### config.mk
export PLATFORM = sky130hd
export DESIGN_NAME = exc_chain
export DESIGN_NICKNAME = d
export VERILOG_FILES = /design/src/rtl/exc_chain_pkg.sv /design/src/rtl/exc_local_decoder.sv /design/src/rtl/exc_tile.sv /design/src/rtl/exc_chain.sv
export SDC_FILE = /design/constraint.sdc
export NUM_CORES = 1
export LEC_CHECK = 0
export BUFFER_PORTS_ARGS = -buffer_cell sky130_fd_sc_hd__buf_4
export CORE_UTILIZATION = 55
export DETAILED_ROUTE_END_ITERATION = 8
export GPL_TIMING_DRIVEN = 0
export PLACE_DENSITY = 0.79
export SYNTH_ARGS = -nofsm -noshare
export SYNTH_HDL_FRONTEND = slang
export SYNTH_HIERARCHICAL = 1
export SYNTH_SLANG_ARGS = --single-unit
### constraint.sdc
create_clock -name clk -period 1.1 [get_ports clk]
set_clock_uncertainty 0.15 [all_clocks]
set_input_delay 0.22 -clock clk [delete_from_list [all_inputs] [get_ports clk]]
set_output_delay 0.22 -clock clk [all_outputs]
set_load 0.005 [all_outputs]
### src/rtl/exc_chain_pkg.sv
package exc_chain_pkg;

  localparam int DEF_TILES  = 4;
  localparam int DEF_BLOCKS = 8;

  // width of one tile's report field: index plus the valid bit on top
  function automatic int report_width(input int blocks);
    return $clog2(blocks) + 1;
  endfunction

endpackage

### src/rtl/exc_local_decoder.sv
module exc_local_decoder #(
  parameter int BLOCKS = exc_chain_pkg::DEF_BLOCKS,
  localparam int IDX_W  = $clog2(BLOCKS),
  localparam int CODE_W = IDX_W + 1
) (
  input  logic [CODE_W-1:0] report_code,
  input  logic [BLOCKS-1:0] flush_mask,
  output logic [BLOCKS-1:0] hit_mask,
  output logic              dropped
);

  // one-hot expansion of a block index, all zero when not valid
  function automatic logic [BLOCKS-1:0] expand(input logic valid,
                                               input logic [IDX_W-1:0] idx);
    logic [BLOCKS-1:0] m;
    for (int b = 0; b < BLOCKS; b++) begin
      m[b] = valid && (idx == IDX_W'(b));
    end
    return m;
  endfunction

  logic              code_valid;
  logic [IDX_W-1:0]  code_idx;
  logic [BLOCKS-1:0] raw_mask;

  assign code_valid = report_code[CODE_W-1];
  assign code_idx   = report_code[IDX_W-1:0];
  assign raw_mask   = expand(code_valid, code_idx);

  // a report for a block being flushed this cycle is discarded
  assign hit_mask   = raw_mask & ~flush_mask;
  assign dropped    = |(raw_mask & flush_mask);

endmodule

### src/rtl/exc_tile.sv
module exc_tile #(
  parameter int BLOCKS = exc_chain_pkg::DEF_BLOCKS
) (
  input  logic              clk,
  input  logic              rst,
  input  logic [BLOCKS-1:0] from_below,
  input  logic [BLOCKS-1:0] local_hit,
  input  logic [BLOCKS-1:0] flush_mask,
  output logic [BLOCKS-1:0] held
);

  function automatic logic [BLOCKS-1:0] merge_next(
      input logic [BLOCKS-1:0] stored,
      input logic [BLOCKS-1:0] incoming,
      input logic [BLOCKS-1:0] fresh,
      input logic [BLOCKS-1:0] flush);
    return (stored | incoming | fresh) & ~flush;
  endfunction

  logic [BLOCKS-1:0] held_next;

  assign held_next = merge_next(held, from_below, local_hit, flush_mask);

  always_ff @(posedge clk) begin
    if (rst) held <= '0;
    else     held <= held_next;
  end

endmodule

### src/rtl/exc_chain.sv
module exc_chain #(
  parameter int TILES  = exc_chain_pkg::DEF_TILES,
  parameter int BLOCKS = exc_chain_pkg::DEF_BLOCKS,
  localparam int CODE_W = exc_chain_pkg::report_width(BLOCKS)
) (
  input  logic                    clk,
  input  logic                    rst,
  input  logic [BLOCKS-1:0]       flush_mask,
  input  logic [TILES*CODE_W-1:0] tile_reports,
  output logic [BLOCKS-1:0]       reported_mask
);

  // named internal events for the checker
  logic [BLOCKS-1:0]       tile_held  [TILES];
  logic [BLOCKS-1:0]       tile_hit   [TILES];
  logic [BLOCKS-1:0]       tile_in    [TILES];
  logic [TILES-1:0]        local_dropped;
  logic [TILES*BLOCKS-1:0] held_flat;

  for (genvar k = 0; k < TILES; k++) begin : g_tile
    exc_local_decoder #(.BLOCKS(BLOCKS)) u_dec (
      .report_code (tile_reports[k*CODE_W +: CODE_W]),
      .flush_mask  (flush_mask),
      .hit_mask    (tile_hit[k]),
      .dropped     (local_dropped[k])
    );

    if (k == TILES - 1) begin : g_end
      assign tile_in[k] = '0;
    end else begin : g_link
      assign tile_in[k] = tile_held[k+1];
    end

    exc_tile #(.BLOCKS(BLOCKS)) u_tile (
      .clk        (clk),
      .rst        (rst),
      .from_below (tile_in[k]),
      .local_hit  (tile_hit[k]),
      .flush_mask (flush_mask),
      .held       (tile_held[k])
    );

    assign held_flat[k*BLOCKS +: BLOCKS] = tile_held[k];
  end

  assign reported_mask = tile_held[0];

endmodule

Word level (Yosys, flattened, before mapping)
Index checks and enable logic that the tools add are counted.
- logic and storage cells: 84
- register bits: 32
- input port bits: 26
- output and inout port bits: 8
- equality and inequality tests: 28
- bitwise gates (word level): 16
- reduce and logical (&&, ||, !) cells: 36
- operator list (kind ; number):
    8-bit bitwise AND ; 8
    8-bit bitwise OR ; 7
    3-bit == test (second input constant) ; 16
    1-bit logical AND ; 32
    3-bit by 2-bit == test with 1-bit output (second input constant) ; 8
    3-bit by 1-bit == test with 1-bit output (second input constant) ; 4
    3-bit logical NOT ; 4
    8-bit NOT ; 1

Logic depth before layout (Yosys ltp)
Gate-level depths: netlist (run 1).
- word-level depth: 5
- gate-level depth with buffers: 5
- mapped depth without buffers: 4

By module
The synthesis (run 1) kept the hierarchy.
- modules (own cells, without submodules) (module ; area each (sq um) ; cells each ; times used ; sequential area each (sq um)):
    exc_tile ; 291.5 ; 25 ; 4 ; 160.2
    exc_local_decoder ; 161.4 ; 24 ; 4 ; 0.0
    exc_chain ; 3.8 ; 1 ; 1 ; 0.0

Least setup slack after synthesis (run 1)
OpenSTA, ideal clock, no wires.
- path type: input port to flip-flop
- start point: input tile_reports[0]
- end point: register g_tile[0].u_tile.held[0]
- data required time: 0.877 ns
- buffers on the path: 1
- library setup time: 0.073 ns
- data arrival time: 0.822 ns
- path slack: 0.055 ns
- stages: 5
- path through: buf_6 -> nand2b_1 -> nor4_1 -> nor3_1 -> nor3_2
- RTL lines (element ; RTL line ; text):
    from (decl) ; exc_chain.sv:9 ; input logic [TILES*CODE_W-1:0] tile_reports,
    to (signal assigned) ; exc_tile.sv:26 ; else held <= held_next;
    to (decl) ; exc_tile.sv:9 ; output logic [BLOCKS-1:0] held

Final worst setup path (run 1)
- start point: register g_tile[0].u_tile.held[1]
- end point: output reported_mask[1]
- RTL lines (element ; RTL line ; text):
    to (decl) ; exc_chain.sv:10 ; output logic [BLOCKS-1:0] reported_mask
No word-level cell between the ends.

==> results of run 1 <==
[power breakdown]
group	internal, uW	total (uW)	switching [uW]
logic	180	382	201
clock network	315	697	381
registers	1190	1220	21.6
[per-stage QoR]
stage	total power, uW	std cells	utilization (%)	hold slack (ns)	cell area [um^2]
2_1_floorplan	1420	164	-	0.140	1520
6_report	2290	242	78.6	0.155	1980
5_1_grt	2400	242	78.6	0.160	1980
3_3_place_gp	1560	222	69.9	0.300	1760
4_1_cts	2310	240	77.7	0.133	1960
3_5_place_dp	1580	222	69.9	0.304	1760
[worst paths after layout]
path                       startpoint                       end  cells past startpoint
min                     flush_mask[2]  g_tile[3].u_tile/held[2]                      4
max reg2reg  g_tile[0].u_tile/held[1]  g_tile[0].u_tile/held[1]                      3
max          g_tile[0].u_tile/held[1]          reported_mask[1]                      1
min reg2reg  g_tile[3].u_tile/held[7]  g_tile[2].u_tile/held[7]                      2
[placed cells by master (no fill, tap or decap), drive strengths merged]
master and count:
nor3 88, dlymetal6s4s 1, nor4 8, buf 37, nand2 8, nand2b 12, conb 8, dfxtp 32
clkbuf 8, dlygate4sd3 10
[worst reg2reg max path, stage by stage, from the launching register on]
cell     delay, ns
dfxtp_2       0.34
buf_4         0.13
nor3_1        0.24
nor3_2        0.05
[layer usage]
metal	share of wire, %	GRT usage [%]	up-vias	wire (um)
met1	39	30.5	642	1470
met3	6.6	7.91	15	244
li1	-	-	676	-
met4	2.8	17.9	0	105
met5	0	0	-	0
met2	51	50.0	54	1910
[timing repair]
| item | 4_1_cts | 5_1_grt |
|---|---|---|
| endpoints found under the hold margin | 32 | 24 |
| resized for setup | 16 | 1 |
| setup buffers | 1 | 0 |
| gates cloned | 0 | 0 |
| hold buffers | 9 | 9 |
| setup endpoints to repair | 8 | 28 |
[final cells by class]
class	count	area, um^2	share of cell area [%]
buffer	8	90.1	4.54
multi-input combinational	124	786	39.6
clock buffer	8	58.8	2.97
timing repair buffer	40	360	18.2
sequential	32	651	32.8
tap	30	37.5	1.89
==> results.md, run 1 <==
* Layout Nets at 237
* Leak at 0.000740 uW
* Die height at 54.1 um
* Outcome: finished, violations left
* Drt total wl at 3720 um
* Synth warnings at 6
* Initial DRC Count at 48
* Core ar. at 2520 um^2
* WP data arrival at 0.78 ns
* Largest net degree at the start of global routing at 10
* Average cell area after synthesis at 9.49 um^2
* Fin. max-slew vios at 0
* Post-Syn Instances at 157
* Fraction of final layout cells sized beyond drive strength 1 at 39.2%
* Critical path's slowest cell: dfxtp_2
* TritonCTS clock tree: done
* Drt via density at 5.73
* Worst-case vdd ir drop at 941 uV
* Antenna-violating nets left at 0
* Number of CTS-inserted buffers at 5
* Setup Viol. Count Final at 16
* Global route overflow at 0
* Wire length per cell at 15.4 um
* Initial core utilization at 59.1%
* Die Wd at 54.1 um
* Port bufs at 28
* Fin. Hold Viols at 0
* Setup TNS at -0.415 ns
* Max reg flops at 32
* CP required at 0.73 ns
* Crit-path cells: buf_6
* N_diodes at 0
* Biggest register: g_tile.u_tile/held
* Root buf cell: clkbuf_4
* PnR worst setup slack at -0.0480 ns
* H-tree levels at 2
* PD cells at 1160 nW/um^2
* Area of the mapped netlist at 1490 um^2
* Placer congestion estimate at 0.811
* Gr usage total at 28.8%
* CTS max path bufs at 2
* Ports at 34
* CP Class: reg2out
* Failing checks: setup timing
* Regs by FF count: g_tile.u_tile/held (32)
* First-pass GRT wire length at 5810 um
* CTS Sinks at 32
* Rows at 18
* Hold crit path type: in2reg
* Max-Cap Viols at 0
* Peak fanout along the critical path at 2
* CP Launch Type: flop
* RSZ-0062 raised after global routing: true
* Reg2Reg Setup Slack at 0.09 ns
* Fin crit share at 104%
* Post-layout minimum cycle time at 1.15 ns
* Fill cells at 182
* Worst setup EP type: output port
* DR vias at 1387
* Clock-pin slew on the worst setup and hold paths at 0.10 ns
* Initial antenna violation count at 0
* Drt pass-1 iters at 4
* DIE AREA at 2920 um^2
* Largest delay share family, worst path: flip-flops
* Setup slack at placement at -0.0223 ns
* Layout area overhead at 33.1%
* Skew-Pair Late Insertion Delay at 0.33 ns
* Vias in the first global route at 1340
* CP peak stage delay at 0.34 ns
* FMAX at 871 MHz
* Post-DP HPWL at 2550 um
* CP bufs+invs at 1
* # DRC at 0
Power figures use the tool's default switching activity.
==> run 2, diff against run 1 <==
- CORE_UTILIZATION: 55 -> 53
- CTS_BUF_LIST: not set -> sky130_fd_sc_hd__clkbuf_8
- PLACE_DENSITY: 0.79 -> 0.81
- SYNTH_HIERARCHICAL: 1 -> not set
==> run 2 against run 1 <==
The flow now finishes without violations. Hold slack got worse by 0.094 ns. Sequential power about the same. Total power increased by 3.4%. Critical endpoint is now reported_mask[3]. Highest routed layer unchanged. Critical path depth unchanged. Largest power group unchanged. Critical path type unchanged. Global-route usage decreased by 2.5 points. Combinational power decreased by 38%. Count of clock-buffer cells in the layout decreased by 1.
==> results.md, run 2 <==
* Outcome: finished clean
* Die Wd at 50.5 um (-6.6%)
* Most frequent cells in the layout: 26 x buf_4, 24 x dfxtp_1, 17 x nor2_1
* Global route overflow at 0 (unchanged)
* Initial core utilization at 56.3% (-2.7 points)
* Die height at 50.5 um (-6.6%)
* Max-Cap Viols at 0 (unchanged)
* Register bit count reported by yosys at 32
* Placed insts at 180 (-19%)
* Initial antenna violation count at 0 (unchanged)
* Post-Syn Instances at 119 (-24%)
* RSZ-0062 raised after global routing: true
* Setup Viol. Count Final at 0 (-16)
* Post-layout minimum cycle time at 1.09 ns (-0.0568 ns)
* Placer congestion estimate at 0.766 (-5.6%)
* Most numerous cell in the Yosys netlist: dfxtp_1
* Slew HR at 71.2%
* N_diodes at 0 (unchanged)
* Layout area overhead at 34.2%
* Multi-input logic area at 594 um^2 (-24%)
* Post-synth top area cell: dfxtp_1
* Asr flop ratio synth at 0%
* Worst setup EP type: output port
* Highest Signal Layer: met4
* Post-synth cell types at 13
* DIE AREA at 2550 um^2 (-13%)
* Commonest non-fill, non-tap cell in the layout: buf_4
* Post-synth top cells: 32 x dfxtp_1, 17 x nor2_1, 15 x a21oi_1, 12 x nand4b_1, 12 x o31a_1
* Initial DRC Count at 24 (-50%)
* Antenna-violating nets left at 0 (unchanged)
* Rows at 17 (-1)
* Port bufs at 33 (+18%)
* Final cell count without fillers at 188 (-22%)
* CP bufs+invs at 1 (unchanged)
* Met3 wire len at 188 um (-23%)
* FMAX at 916 MHz (+5.2%)
* Actual slew at the worst max-slew pin at 0.425 ns
* WL met1 at 1260 um (-14%)
* Largest delay share family, worst path: flip-flops
* Synth Net Count at 145
* Fin crit share at 99.2% (-5.2 points)
* CP peak stage delay at 0.33 ns (about the same)
* Vias in the first global route at 1006 (-25%)
* DR vias at 1112 (-20%)
* Fin. max-slew vios at 0 (unchanged)
* Post-DP HPWL at 2130 um (-16%)
* Hold crit path type: in2reg
* Fraction of final layout cells sized beyond drive strength 1 at 35.0% (-4.2 points)
* # DRC at 0 (unchanged)
* Drt via density at 5.91 (+3.2%)
* Synth warnings at 0 (-6)
* EDFF count, synth at 0
* Fill cells at 160 (-12%)
* Peak fanout along the critical path at 2 (unchanged)
* Drt pass-1 iters at 4 (unchanged)
* Critical path's slowest cell: dfxtp_2
* WP data arrival at 0.72 ns (-0.06 ns)
* CTS max path bufs at 2 (unchanged)
* CP Class: reg2out
* Drt total wl at 2990 um (-20%)
* TritonCTS clock tree: done
* Gr usage total at 26.3% (-2.5 points)
* H-tree levels at 2 (unchanged)
* CP required at 0.73 ns (about the same)
* Core ar. at 2210 um^2 (-12%)
* Largest net degree at the start of global routing at 10 (unchanged)
* Predominant post-synthesis flop cell: dfxtp_1
* Regs by FF count: g_tile.u_tile.held (32)
* Clock-pin slew on the worst setup and hold paths at 0.06 ns (-0.04 ns)
* Biggest register: g_tile.u_tile.held
* Met2 WL at 1440 um (-24%)
* Post-synthesis sequential area ratio at 51.4%
* Crit-path cells: buf_6
* Skew-Pair Late Insertion Delay at 0.28 ns (-0.05 ns)
* Synth area leaders: dfxtp_1 51%, nand4b_1 8.4%, o31a_1 8.4%
* Layout Nets at 186 (-22%)
* Hold_ws at 0.0608 ns (-0.0945 ns)
* Top cell type's share of synthesized area at 51.4%
* Max reg flops at 32 (unchanged)
* Reg area at 651 um^2 (unchanged)
* First-pass GRT wire length at 4600 um (-21%)
* Number of CTS-inserted buffers at 5 (unchanged)
* Leak at 0.000623 uW (-16%)
* Worst-case vdd ir drop at 1440 uV (+53%)
* Ports at 34 (unchanged)
* Fin. Hold Viols at 0 (unchanged)
* CP Launch Type: flop
* Wire length per cell at 15.9 um (+3.5%)
* PD cells at 1420 nW/um^2 (+23%)
* Root buf cell: clkbuf_8
* CTS Sinks at 32 (unchanged)
* Average cell area after synthesis at 10.5 um^2 (+10%)
* Area of the mapped netlist at 1250 um^2 (-16%)
==> run 2: timing repair <==
item | 4_1_cts | 5_1_grt
hold buffers | 0 | 0
resized for setup | 12 | 4
endpoints found under the setup margin | 6 | 7
hold endpoints to repair | 0 | 0
setup buffers | 1 | 0
pin swaps | 0 | 0
==> run 2: power by group <==
part / internal (uW) / switching [uW]
Clock: 556 / 383
Sequential: 1180 / 13.4
Combinational: 126 / 110
==> run 2: worst register-to-register path, delay by kind of cell (launching register included) <==
kind                   cells  cell delay, ns
AO/OA/AOI/OAI              1            0.26
flip-flops                 1            0.32
buffers and inverters      1            0.12
==> run 2: stage by stage <==
stage	worst slack (ns)	TNS, ns	power, uW	util (%)	area (um^2)
final	0.00877	0	2370	75.6	1670
after global routing	-0.0148	-0.0286	2460	75.6	1670
after CTS	0.000156	0	2400	75.2	1660
after detailed placement	-0.0796	-0.154	1450	69.1	1530
after global placement	-0.0848	-0.226	1440	69.1	1530
after floorplan	0.256	0	1300	-	1250
==> run 2: metal layers <==
| layer | vias up | GRT usage (%) |
|---|---|---|
| met2 | 36 | 41.3 |
| met1 | 520 | 30.6 |
| met4 | 0 | 14.8 |
| li1 | 545 | - |
| met5 | - | 0 |
| met3 | 11 | 10.0 |
==> run 2: area by class of cell <==
cell class              count  area share (%)
repair buffers             34            17.1
inverters                   3           0.673
multi-input cells          84            35.5
well taps                  28            2.09
clock buffers               7            5.76
flip-flops and latches     32            38.9
==> run 2: worst paths after layout <==
check                                         startpoint                        to  slack, ns  depth (start not counted)
worst max-delay path            g_tile[0].u_tile.held[3]          reported_mask[3]      0.009                          1
worst min-delay path                       flush_mask[0]  g_tile[0].u_tile.held[0]       0.06                          3
worst max register to register  g_tile[0].u_tile.held[4]  g_tile[0].u_tile.held[4]       0.15                          2
worst min register to register  g_tile[3].u_tile.held[5]  g_tile[3].u_tile.held[5]       0.31                          2
==> run 2: kinds of logic (layout without fill, tap and decap cells) <==
| group | Yosys count | after routing | synth area share (%) |
|---|---|---|---|
| flops | 32 | 32 | 51.4 |
| buf+inv | 3 | 44 | 0.904 |
| compound gates | 32 | 32 | 17.6 |
| simple gates | 52 | 52 | 30.1 |
